==> config.mk <==
export PLATFORM = sky130hd
export DESIGN_NAME = qenc_pos_counter
export DESIGN_NICKNAME = d
export VERILOG_FILES = /design/src/rtl/qpc_pkg.sv /design/src/rtl/qpc_sync.sv /design/src/rtl/qpc_decode.sv /design/src/rtl/qpc_counter.sv /design/src/rtl/qenc_pos_counter.sv
export SDC_FILE = /design/constraint.sdc
export NUM_CORES = 1
export LEC_CHECK = 0
export BUFFER_PORTS_ARGS = -buffer_cell sky130_fd_sc_hd__buf_4
export CORE_MARGIN = 3
export CORE_UTILIZATION = 24
export CTS_BUF_LIST = sky130_fd_sc_hd__clkbuf_16
export CTS_CLUSTER_DIAMETER = 80
export DETAILED_ROUTE_END_ITERATION = 16
export PLACE_DENSITY = 0.48
export SKIP_CTS_REPAIR_TIMING = 1
export SYNTH_ARGS = -nofsm -noshare
export SYNTH_HDL_FRONTEND = slang
export SYNTH_SLANG_ARGS = --single-unit
==> constraint.sdc <==
create_clock -name clk -period 5.9 [get_ports clk]
set_clock_uncertainty 0.1 [all_clocks]
set_input_delay 0.295 -clock clk [delete_from_list [all_inputs] [get_ports clk]]
set_output_delay 0.295 -clock clk [all_outputs]
set_load 0.005 [all_outputs]
==> src/rtl/qpc_pkg.sv <==
package qpc_pkg;
    localparam int ADDR_W = 8;

    localparam logic [ADDR_W-1:0] OFF_POS  = 8'h00;
    localparam logic [ADDR_W-1:0] OFF_INIT = 8'h04;
    localparam logic [ADDR_W-1:0] OFF_MAX  = 8'h08;
    localparam logic [ADDR_W-1:0] OFF_DEC  = 8'h28;
    localparam logic [ADDR_W-1:0] OFF_CTL  = 8'h2A;

    typedef enum logic [1:0] {
        SRC_QUAD = 2'd0,
        SRC_DIR  = 2'd1,
        SRC_UP   = 2'd2,
        SRC_DOWN = 2'd3
    } src_mode_e;

    // phase states, encoded as {A,B}
    typedef enum logic [1:0] {
        PH_00 = 2'b00,
        PH_01 = 2'b01,
        PH_10 = 2'b10,
        PH_11 = 2'b11
    } phase_e;
endpackage

==> src/rtl/qpc_sync.sv <==
module qpc_sync #(
    parameter int WIDTH  = 2,
    parameter int STAGES = 2
) (
    input  logic             clk,
    input  logic             rst_n,
    input  logic [WIDTH-1:0] d_async,
    output logic [WIDTH-1:0] q_sync
);
    for (genvar g = 0; g < WIDTH; g++) begin : g_bit
        logic [STAGES-1:0] chain_q;
        always_ff @(posedge clk or negedge rst_n) begin
            if (!rst_n) chain_q <= '0;
            else        chain_q <= {chain_q[STAGES-2:0], d_async[g]};
        end
        assign q_sync[g] = chain_q[STAGES-1];
    end
endmodule

==> src/rtl/qpc_decode.sv <==
module qpc_decode
    import qpc_pkg::*;
(
    input  logic      clk,
    input  logic      rst_n,
    input  logic      a_s,
    input  logic      b_s,
    input  src_mode_e mode,
    input  logic      both_edges,
    input  logic      swap_ab,
    input  logic      inv_a,
    input  logic      inv_b,
    output logic      step,
    output logic      count_up
);
    logic       a_c, b_c;
    phase_e     ph_q, ph_now;
    logic [1:0] q_bits;
    logic       fwd, rev, a_rise, a_fall;

    always_comb begin
        a_c    = (swap_ab ? b_s : a_s) ^ inv_a;
        b_c    = (swap_ab ? a_s : b_s) ^ inv_b;
        ph_now = phase_e'({a_c, b_c});
        q_bits = ph_q;
    end

    // state register: last conditioned phase
    always_ff @(posedge clk or negedge rst_n) begin
        if (!rst_n) ph_q <= PH_00;
        else        ph_q <= ph_now;
    end

    // transition classification: FWD, REV, else HOLD/SKIP
    always_comb begin
        fwd = 1'b0;
        rev = 1'b0;
        unique case (ph_q)
            PH_00: begin fwd = (ph_now == PH_10); rev = (ph_now == PH_01); end
            PH_10: begin fwd = (ph_now == PH_11); rev = (ph_now == PH_00); end
            PH_11: begin fwd = (ph_now == PH_01); rev = (ph_now == PH_10); end
            PH_01: begin fwd = (ph_now == PH_00); rev = (ph_now == PH_11); end
            default: ;
        endcase
    end

    assign a_rise = a_c & ~q_bits[1];
    assign a_fall = ~a_c & q_bits[1];

    // outputs per source mode
    always_comb begin
        step     = 1'b0;
        count_up = 1'b1;
        unique case (mode)
            SRC_QUAD: begin step = fwd | rev; count_up = fwd; end
            SRC_DIR:  begin step = a_rise;    count_up = b_c; end
            SRC_UP:   begin step = a_rise | (both_edges & a_fall); count_up = 1'b1; end
            SRC_DOWN: begin step = a_rise | (both_edges & a_fall); count_up = 1'b0; end
            default: ;
        endcase
    end

    p_skip_no_count_r3: assert property (@(posedge clk) disable iff (!rst_n)
        (mode == SRC_QUAD && a_c != q_bits[1] && b_c != q_bits[0]) |-> !step);

    p_b_ignored_r5: assert property (@(posedge clk) disable iff (!rst_n)
        ((mode == SRC_UP || mode == SRC_DOWN) && a_c == q_bits[1]) |-> !step);
endmodule

==> src/rtl/qpc_counter.sv <==
module qpc_counter #(
    parameter int CNT_W = 32
) (
    input  logic             clk,
    input  logic             rst_n,
    input  logic             en,
    input  logic             step,
    input  logic             up,
    input  logic [CNT_W-1:0] max_val,
    input  logic             load,
    input  logic [CNT_W-1:0] load_val,
    output logic [CNT_W-1:0] cnt_q
);
    localparam logic [CNT_W-1:0] ONE = {{(CNT_W-1){1'b0}}, 1'b1};

    always_ff @(posedge clk or negedge rst_n) begin
        if (!rst_n)          cnt_q <= '0;
        else if (load)       cnt_q <= load_val;
        else if (en && step) begin
            if (up) cnt_q <= (cnt_q == max_val) ? '0 : cnt_q + ONE;
            else    cnt_q <= (cnt_q == '0) ? max_val : cnt_q - ONE;
        end
    end

    p_wrap_up_r7: assert property (@(posedge clk) disable iff (!rst_n)
        (!load && en && step && up && cnt_q == max_val) |=> cnt_q == '0);

    p_wrap_down_r7: assert property (@(posedge clk) disable iff (!rst_n)
        (!load && en && step && !up && cnt_q == '0) |=> cnt_q == $past(max_val));

    p_hold_disabled_r6: assert property (@(posedge clk) disable iff (!rst_n)
        (!load && !en) |=> $stable(cnt_q));
endmodule

==> src/rtl/qenc_pos_counter.sv <==
module qenc_pos_counter
    import qpc_pkg::*;
#(
    parameter int CNT_W       = 32,
    parameter int SYNC_STAGES = 2
) (
    input  logic              clk,
    input  logic              rst_n,
    input  logic              enc_a,
    input  logic              enc_b,
    input  logic [ADDR_W-1:0] bus_addr,
    input  logic [CNT_W-1:0]  bus_wdata,
    input  logic              bus_we,
    output logic [CNT_W-1:0]  bus_rdata,
    output logic [CNT_W-1:0]  pos_count
);
    localparam int PAD16 = CNT_W - 16;

    logic [CNT_W-1:0] init_q, max_q;
    src_mode_e        mode_q;
    logic             both_q, swap_q, inva_q, invb_q, en_q;
    logic [1:0]       ab_s;
    logic             step, count_up;
    logic             wr_pos, wr_init, in_range, load;
    logic [15:0]      dec_view, ctl_view;

    qpc_sync #(.WIDTH(2), .STAGES(SYNC_STAGES)) u_sync (
        .clk(clk), .rst_n(rst_n), .d_async({enc_a, enc_b}), .q_sync(ab_s)
    );

    qpc_decode u_dec (
        .clk(clk), .rst_n(rst_n), .a_s(ab_s[1]), .b_s(ab_s[0]),
        .mode(mode_q), .both_edges(both_q), .swap_ab(swap_q),
        .inv_a(inva_q), .inv_b(invb_q), .step(step), .count_up(count_up)
    );

    always_comb begin
        wr_pos   = bus_we && (bus_addr == OFF_POS);
        wr_init  = bus_we && (bus_addr == OFF_INIT);
        in_range = (bus_wdata <= max_q);
        load     = (wr_pos || wr_init) && in_range;
    end

    qpc_counter #(.CNT_W(CNT_W)) u_cnt (
        .clk(clk), .rst_n(rst_n), .en(en_q), .step(step), .up(count_up),
        .max_val(max_q), .load(load), .load_val(bus_wdata), .cnt_q(pos_count)
    );

    always_ff @(posedge clk or negedge rst_n) begin
        if (!rst_n) begin
            init_q <= '0;
            max_q  <= '1;
            mode_q <= SRC_QUAD;
            both_q <= 1'b0;
            swap_q <= 1'b0;
            inva_q <= 1'b0;
            invb_q <= 1'b0;
            en_q   <= 1'b0;
        end else if (bus_we) begin
            unique case (bus_addr)
                OFF_INIT: init_q <= bus_wdata;
                OFF_MAX:  max_q  <= bus_wdata;
                OFF_DEC: begin
                    mode_q <= src_mode_e'(bus_wdata[15:14]);
                    both_q <= bus_wdata[11];
                    swap_q <= bus_wdata[10];
                    inva_q <= bus_wdata[8];
                    invb_q <= bus_wdata[7];
                end
                OFF_CTL:  en_q <= bus_wdata[3];
                default: ;
            endcase
        end
    end

    always_comb begin
        dec_view = {mode_q, 2'b00, both_q, swap_q, 1'b0, inva_q, invb_q, 7'b0};
        ctl_view = {12'b0, en_q, 3'b0};
        unique case (bus_addr)
            OFF_POS:  bus_rdata = pos_count;
            OFF_INIT: bus_rdata = init_q;
            OFF_MAX:  bus_rdata = max_q;
            OFF_DEC:  bus_rdata = {{PAD16{1'b0}}, dec_view};
            OFF_CTL:  bus_rdata = {{PAD16{1'b0}}, ctl_view};
            default:  bus_rdata = '0;
        endcase
    end

    p_ignore_big_write_r8: assert property (@(posedge clk) disable iff (!rst_n)
        (wr_pos && bus_wdata > max_q && !(en_q && step)) |=> $stable(pos_count));

    p_init_loads_count_r9: assert property (@(posedge clk) disable iff (!rst_n)
        (wr_init && bus_wdata <= max_q) |=> pos_count == $past(bus_wdata));
endmodule

==> insert_results.sql, run 1 <==
INSERT INTO impl_metrics (metric_group, metric, value, unit) VALUES
('clocking', 'clkLatencyLatePin', '0.36', 'ns'),
('synthesis', 'distinct_cell_type_count_after_synthesis', '60', ''),
('synthesis', 'post_synth_inst_count', '943', ''),
('drt', 'wirelength', '29700', 'microns'),
('drt', 'detail_route.iter0.violations', '473', ''),
('placed_design', 'buffer_ports.inserted', '108', ''),
('grt', 'wire_length_of_the_first_global_routing_pass', '46400', 'microns'),
('flow_run', 'timing.max_cap.violations', '0', ''),
('min_path', 'worstHoldEndpoint', 'max_q[1]', ''),
('synthesis', 'portion_of_synthesized_cell_area_occupied_by_the_leading_cell_type', '23.2', '%'),
('worst_setup_path', 'timing.rr.start', 'u_cnt.cnt_q[8]', ''),
('floorplanning', 'die_w', '192', 'microns'),
('min_path', 'min-delay-start', 'bus_wdata[1]', ''),
('timing', 'slew_headroom', '23.5', '%'),
('drt', 'route.vias.total', '7342', ''),
('floorplanning', 'num_rows', '67', ''),
('timing', 'finalHoldViolations', '0', ''),
('drt', 'antenna_left', '0', ''),
('synthesis', 'synth_largest_area_cell', 'dfrtp_1', ''),
('floorplanning', 'floorplan.core_area', '33800', 'sq um'),
('floorplanning', 'die_area', '36900', 'sq um'),
('pwr', 'power_density', '250', 'nW/um^2'),
('synthesis', 'mappedNetlistArea', '8300', 'sq um'),
('clocking', 'ctsLongestPathBuffers', '2', ''),
('clocking', 'cts.root.buffer_cell', 'clkbuf_16', ''),
('synthesis', 'syn-num-nets', '1023', ''),
('layout', 'drive_gt1_share', '24.6', '%'),
('layout', 'filler_cell_count', '3629', ''),
('placed_design', 'routabilityCongestion', '0.891', ''),
('synthesis', 'synth_top_cells_by_count', 'nand2_1, o21ai_0, dfrtp_1, clkbuf_1, mux2_2', ''),
('min_path', 'holdPathStages', '2', ''),
('synthesis', 'number_of_enable_flip_flop_cells_after_synthesis', '0', ''),
('synthesis', 'syn_avg_cell_area', '8.80', 'sq um'),
('clocking', 'cts_clk_pin_slew_worst_paths', '0.07', 'ns'),
('grt', 'overflow', '0', ''),
('grt', 'grt_max_degree', '57', ''),
('status', 'outcome', 'finished clean', ''),
('clocking', 'htreeDepth', '3', ''),
('timing', 'timing.final.max_slew_violations', '0', ''),
('timing', 'finalSetupTns', '0', 'ns'),
('worst_setup_path', 'rrSetupSlack', '1.75', 'ns'),
('pwr', 'leakagePower', '4.23', 'nW'),
('synthesis', 'yosysWarningCount', '0', ''),
('clocking', 'cts-buffers-inserted', '9', ''),
('floorplanning', 'floorplan.initialDensity', '24.6', '%'),
('timing', 'final_period_minus_worst_setup_slack', '4.15', 'ns'),
('layout', 'area.sequential', '2770', 'sq um'),
('grt', 'grt_antenna_before_repair', '0', ''),
('floorplanning', 'top_level_ports', '109', ''),
('synthesis', 'ys_async_sr_fraction', '100', '%'),
('drt', 'drtPass1Iterations', '4', ''),
('drt', 'post_drt_via_cell_ratio', '5.04', ''),
('worst_setup_path', 'setup.worst_path.end_class', 'flip-flop', ''),
('worst_setup_path', 'worst-setup-path-type', 'reg -> reg', ''),
('worst_setup_path', 'path_max_fanout', '34', ''),
('worst_setup_path', 'timing.critical_path.from_type', 'flip-flop', ''),
('worst_setup_path', 'rr_endpoint', 'u_cnt.cnt_q[16]', ''),
('layout', 'final_net_count', '1083', ''),
('grt', 'first_global_vias', '7357', ''),
('grt', 'gr-usage-all-layers', '16.3', '%'),
('timing', 'number_of_endpoints_failing_setup_at_the_final_stage', '0', ''),
('worst_setup_path', 'cp.arrival', '4.30', 'ns'),
('floorplanning', 'die_height', '192', 'microns'),
('timing', 'final_clock_period_utilization_by_the_worst_path', '70.4', '%'),
('drt', 'drc_errors', '0', ''),
('placed_design', 'postPlaceCellArea', '9510', 'sq um'),
('worst_setup_path', 'worst-r2r-cell-count', '8', ''),
('layout', 'finish.instance_area', '9810', 'sq um'),
('layout', 'area_of_combinational_cells_with_multiple_inputs', '5050', 'sq um'),
('drt', 'drt_wl_cell', '20.4', 'microns'),
('layout', 'antenna_cells_inserted', '0', '');
==> power by group <==
part           internal [mW]  leakage [nW]  total (mW)  switching [mW]
Sequential             0.834          1.33        1.09           0.254
Combinational          0.375          2.77       0.780           0.405
Clock                  0.284         0.129       0.580           0.296
Total                   1.49          4.23        2.45           0.955
==> flip-flops by register name, summed over array words and instances, names as in the netlist <==
name,count
both_q,1
en_q,1
init_q,32
inva_q,1
invb_q,1
max_q,32
mode_q,2
swap_q,1
u_cnt.cnt_q,32
u_dec.ph_q,2
u_sync.g_bit.chain_q,4
==> worst max path at each step <==
| stage | startpoint | to | cells past startpoint |
|---|---|---|---|
| finish | u_cnt.cnt_q[8] | u_cnt.cnt_q[16] | 8 |
| global route | u_cnt.cnt_q[8] | u_cnt.cnt_q[16] | 8 |
| CTS | u_cnt.cnt_q[8] | u_cnt.cnt_q[16] | 8 |
| detailed placement | u_cnt.cnt_q[8] | u_cnt.cnt_q[16] | 8 |
| global placement | u_cnt.cnt_q[8] | u_cnt.cnt_q[16] | 8 |
| floorplan | u_cnt.cnt_q[0] | u_cnt.cnt_q[31] | 10 |
==> area by class of cell <==
| type | instances | area share, % |
|---|---|---|
| Tap cell | 448 | 5.72 |
| Inverter | 57 | 2.18 |
| Clock buffer | 9 | 2.30 |
| Multi-Input combinational cell | 701 | 51.5 |
| Clock inverter | 7 | 0.434 |
| Timing Repair Buffer | 125 | 9.64 |
| Sequential cell | 109 | 28.2 |
==> layer usage <==
layer,up-vias,share of wire [%],track usage [%]
li1,3525,-,-
met1,3592,49,23.8
met2,194,45,25.2
met3,31,4.2,1.79
met4,0,2.1,4.88
met5,-,0,0
==> worst max-delay path, stage by stage (launching register included) <==
cell and delay, ns:
dfrtp_1 0.57, or4_1 0.70, nor4b_4 0.60, nand4_1 0.66, buf_4 0.49, o21ai_0 0.23
o32ai_1 0.12, a22o_1 0.27, mux2_2 0.26
==> cells by family (layout without fill, tap and decap cells) <==
kind of cell / count (synthesis) / count (layout) / synth area share (%)
simple gates: 263 / 263 / 16.4
compound gates: 220 / 220 / 16.4
buf+inv: 133 / 198 / 6.20
mux: 114 / 114 / 14.8
flops: 109 / 109 / 33.3
xor+xnor: 69 / 69 / 7.61
fa+ha+maj: 35 / 35 / 5.28
==> cells in the final DEF (no fill, tap or decap), types with 37 or more instances in the layout <==
cell,n
mux2i_1,47
buf_4,122
nand2_1,92
xor2_1,51
inv_1,57
dfrtp_1,77
nor2_1,41
mux2_2,66
o21ai_0,92
a21oi_1,37
==> stage by stage <==
stage	util [%]	hold WS (ns)	std cells	total power [mW]	worst slack, ns
2_1_floorplan	-	-0.101	943	1.53	2.77
3_3_place_gp	28.1	0.239	1437	1.87	1.67
3_5_place_dp	28.2	0.240	1437	1.88	1.72
4_1_cts	28.9	-0.0774	1453	2.47	1.73
5_1_grt	29.0	0.0959	1456	2.61	1.52
6_report	29.0	0.0973	1456	2.45	1.75
Note: power is estimated with default switching activity, not from simulation.
==> run 2: changes to the inputs <==
- clock period: 5.9 -> 4.1 ns (I/O delays scaled with it)
==> run 2 against run 1 <==
Compared with the run above: the flow now finishes with violations (hold timing); setup slack lost 0.99 ns; sequential power increased by 37%; wire length grew 5.6%; clock power rose by 43%; register-to-register slack lost 0.99 ns; count of clock-buffer cells in the layout stayed put; non-clock buffer count increased by 19; via count increased by 2.4%; sequential cell count unchanged; largest cell class unchanged.
==> insert_results.sql, run 2 (synthesized netlist as in run 1, its figures left out) <==
INSERT INTO impl_metrics (metric_group, metric, value, unit) VALUES
('status', 'outcome', 'finished with violations', ''),
('status', 'violated_checks', 'hold timing', ''),
('grt', 'first_global_vias', '7441', ''),
('clocking', 'tritoncts', 'built', ''),
('grt', 'use_met2', '26.8', '%'),
('min_path', 'hold_path_class', 'in -> reg', ''),
('worst_setup_path', 'cp.arrival', '3.56', 'ns'),
('timing', 'finalSetupTns', '0', 'ns'),
('layout', 'most-common-layout-cells', 'buf_4, nand2_1, o21ai_0', ''),
('worst_setup_path', 'setup.worst_path.end_class', 'flip-flop', ''),
('placed_design', 'buffer_ports.inserted', '108', ''),
('timing', 'grt_setup_unrepaired', 'false', ''),
('grt', 'globalRouteMet3Util', '2.46', '%'),
('clocking', 'ctsLongestPathBuffers', '2', ''),
('floorplanning', 'floorplan.initialDensity', '24.6', '%'),
('pwr', 'leakagePower', '4.32', 'nW'),
('timing', 'slew_headroom', '27.5', '%'),
('floorplanning', 'die_area', '36900', 'sq um'),
('layout', 'largestRegisters', 'init_q (32), max_q (32), u_cnt.cnt_q (32)', ''),
('layout', 'drive_gt1_share', '25.8', '%'),
('pwr', 'power_density', '361', 'nW/um^2'),
('grt', 'grt_antenna_before_repair', '0', ''),
('drt', 'drc_errors', '0', ''),
('grt', 'grt_use_met1', '24.6', '%'),
('worst_setup_path', 'timing.critical_path.from_type', 'flip-flop', ''),
('placed_design', 'post-dp-hpwl', '23100', 'microns'),
('pwr', 'irDropWorstVdd', '0.000175', 'V'),
('timing', 'timing.final.max_slew_violations', '0', ''),
('grt', 'gr-usage-all-layers', '17.2', '%'),
('clocking', 'cts.root.buffer_cell', 'clkbuf_16', ''),
('grt', 'global_route.peak_usage_layer', 'met2', ''),
('timing', 'number_of_endpoints_failing_setup_at_the_final_stage', '0', ''),
('drt', 'drt_wl_cell', '21.2', 'microns'),
('layout', 'antenna_cells_inserted', '0', ''),
('timing', 'max_slew.worst_pin.slew', '1.09', 'ns'),
('timing', 'fin_hold_ws', '-0.00385', 'ns'),
('layout', 'mostFrequentLayoutCell', 'buf_4', ''),
('clocking', 'cts-buffers-inserted', '9', ''),
('grt', 'wire_length_of_the_first_global_routing_pass', '48000', 'microns'),
('worst_setup_path', 'worst-setup-path-type', 'reg -> reg', ''),
('drt', 'antenna_left', '0', ''),
('drt', 'post_drt_via_cell_ratio', '5.10', ''),
('timing', 'final_period_minus_worst_setup_slack', '3.35', 'ns'),
('grt', 'grt_max_degree', '47', ''),
('clocking', 'htreeDepth', '3', ''),
('flow_run', 'timing.max_cap.violations', '0', ''),
('layout', 'final_net_count', '1102', ''),
('timing', 'fmaxAchievable', '299', 'MHz'),
('grt', 'overflow', '0', ''),
('floorplanning', 'die_height', '192', 'microns'),
('timing', 'post-route-worst-setup-slack', '0.751', 'ns'),
('floorplanning', 'die_w', '192', 'microns'),
('floorplanning', 'top_level_ports', '109', ''),
('clocking', 'clkLatencyLatePin', '0.38', 'ns'),
('floorplanning', 'num_rows', '67', ''),
('worst_setup_path', 'required', '4.31', 'ns'),
('placed_design', 'postPlaceCellArea', '9650', 'sq um'),
('clocking', 'cts_clk_pin_slew_worst_paths', '0.08', 'ns'),
('timing', 'final_clock_period_utilization_by_the_worst_path', '81.7', '%'),
('drt', 'route.vias.total', '7520', ''),
('floorplanning', 'floorplan.core_area', '33800', 'sq um'),
('layout', 'area_growth', '19.7', '%'),
('drt', 'wirelength', '31300', 'microns'),
('placed_design', 'routabilityCongestion', '0.944', ''),
('layout', 'finish.instance_area', '9940', 'sq um'),
('worst_setup_path', 'path_max_fanout', '8', ''),
('timing', 'finalHoldViolations', '3', ''),
('drt', 'drtPass1Iterations', '5', ''),
('layout', 'filler_cell_count', '3591', ''),
('clocking', 'cts.sinks', '109', ''),
('placed_design', 'dp_worst_setup_slack', '0.792', 'ns'),
('drt', 'detail_route.iter0.violations', '466', '');
-- run 2: cell count changes in the layout (fill, tap and decap cells not counted) --
cell	change
buf_4	+19
inv_1	+3
clkinv_1	-1
clkinv_2	-1
clkinv_4	-1
nor3_2	+1
nor3_4	-1
-- run 2: worst paths after layout --
check,end,startpoint,slack (ns),cells after the start
max in group asynchronous,max_q[20],rst_n,2.65,3
min in group asynchronous,init_q[1],rst_n,0.30,2
max reg2reg,u_cnt.cnt_q[31],u_cnt.cnt_q[9],0.75,9
min,u_cnt.cnt_q[1],bus_wdata[1],-0.004,2
min reg2reg,u_sync.g_bit[0].chain_q[1],u_sync.g_bit[0].chain_q[0],0.25,0
max,u_cnt.cnt_q[31],u_cnt.cnt_q[9],0.75,9
-- run 2: area by class of cell --
type | count | area (sq um) | share of cell area, %
Sequential cell | 109 | 2770 | 27.8
Inverter | 57 | 214 | 2.15
Clock inverter | 7 | 36.3 | 0.365
Tap cell | 448 | 561 | 5.64
Timing Repair Buffer | 144 | 1090 | 11.0
Clock buffer | 9 | 225 | 2.27
Multi-Input combinational cell | 701 | 5050 | 50.8
-- run 2: through the flow --
step                      power (mW)  utilization [%]  std cells
after global placement          2.77             28.6       1456
after global routing            3.81             29.4       1475
after floorplan                 2.20                -        943
after CTS                       3.62             29.3       1472
final                           3.59             29.4       1475
after detailed placement        2.77             28.6       1456
-- run 2: layer usage --
metal / up-vias / wire length [microns] / share of wire (%)
met5: - / 0 / 0
met1: 3722 / 15100 / 48
li1: 3557 / - / -
met3: 32 / 1470 / 4.7
met2: 209 / 14200 / 45
met4: 0 / 578 / 1.8
-- run 2: worst max-delay path, cell delays in order (launching register included) --
cell and delay, ns:
dfrtp_1 0.50, buf_4 0.23, nor4_1 0.50, nand4b_1 0.38, or3_4 0.49, or4_1 0.51, a41o_1 0.22, o31ai_1 0.07
a22o_1 0.17, mux2_1 0.12
-- run 2: where the power goes --
part / total [mW] / switching, mW / internal [mW]
clock network: 0.831 / 0.426 / 0.404
logic: 1.27 / 0.696 / 0.577
registers: 1.49 / 0.286 / 1.20
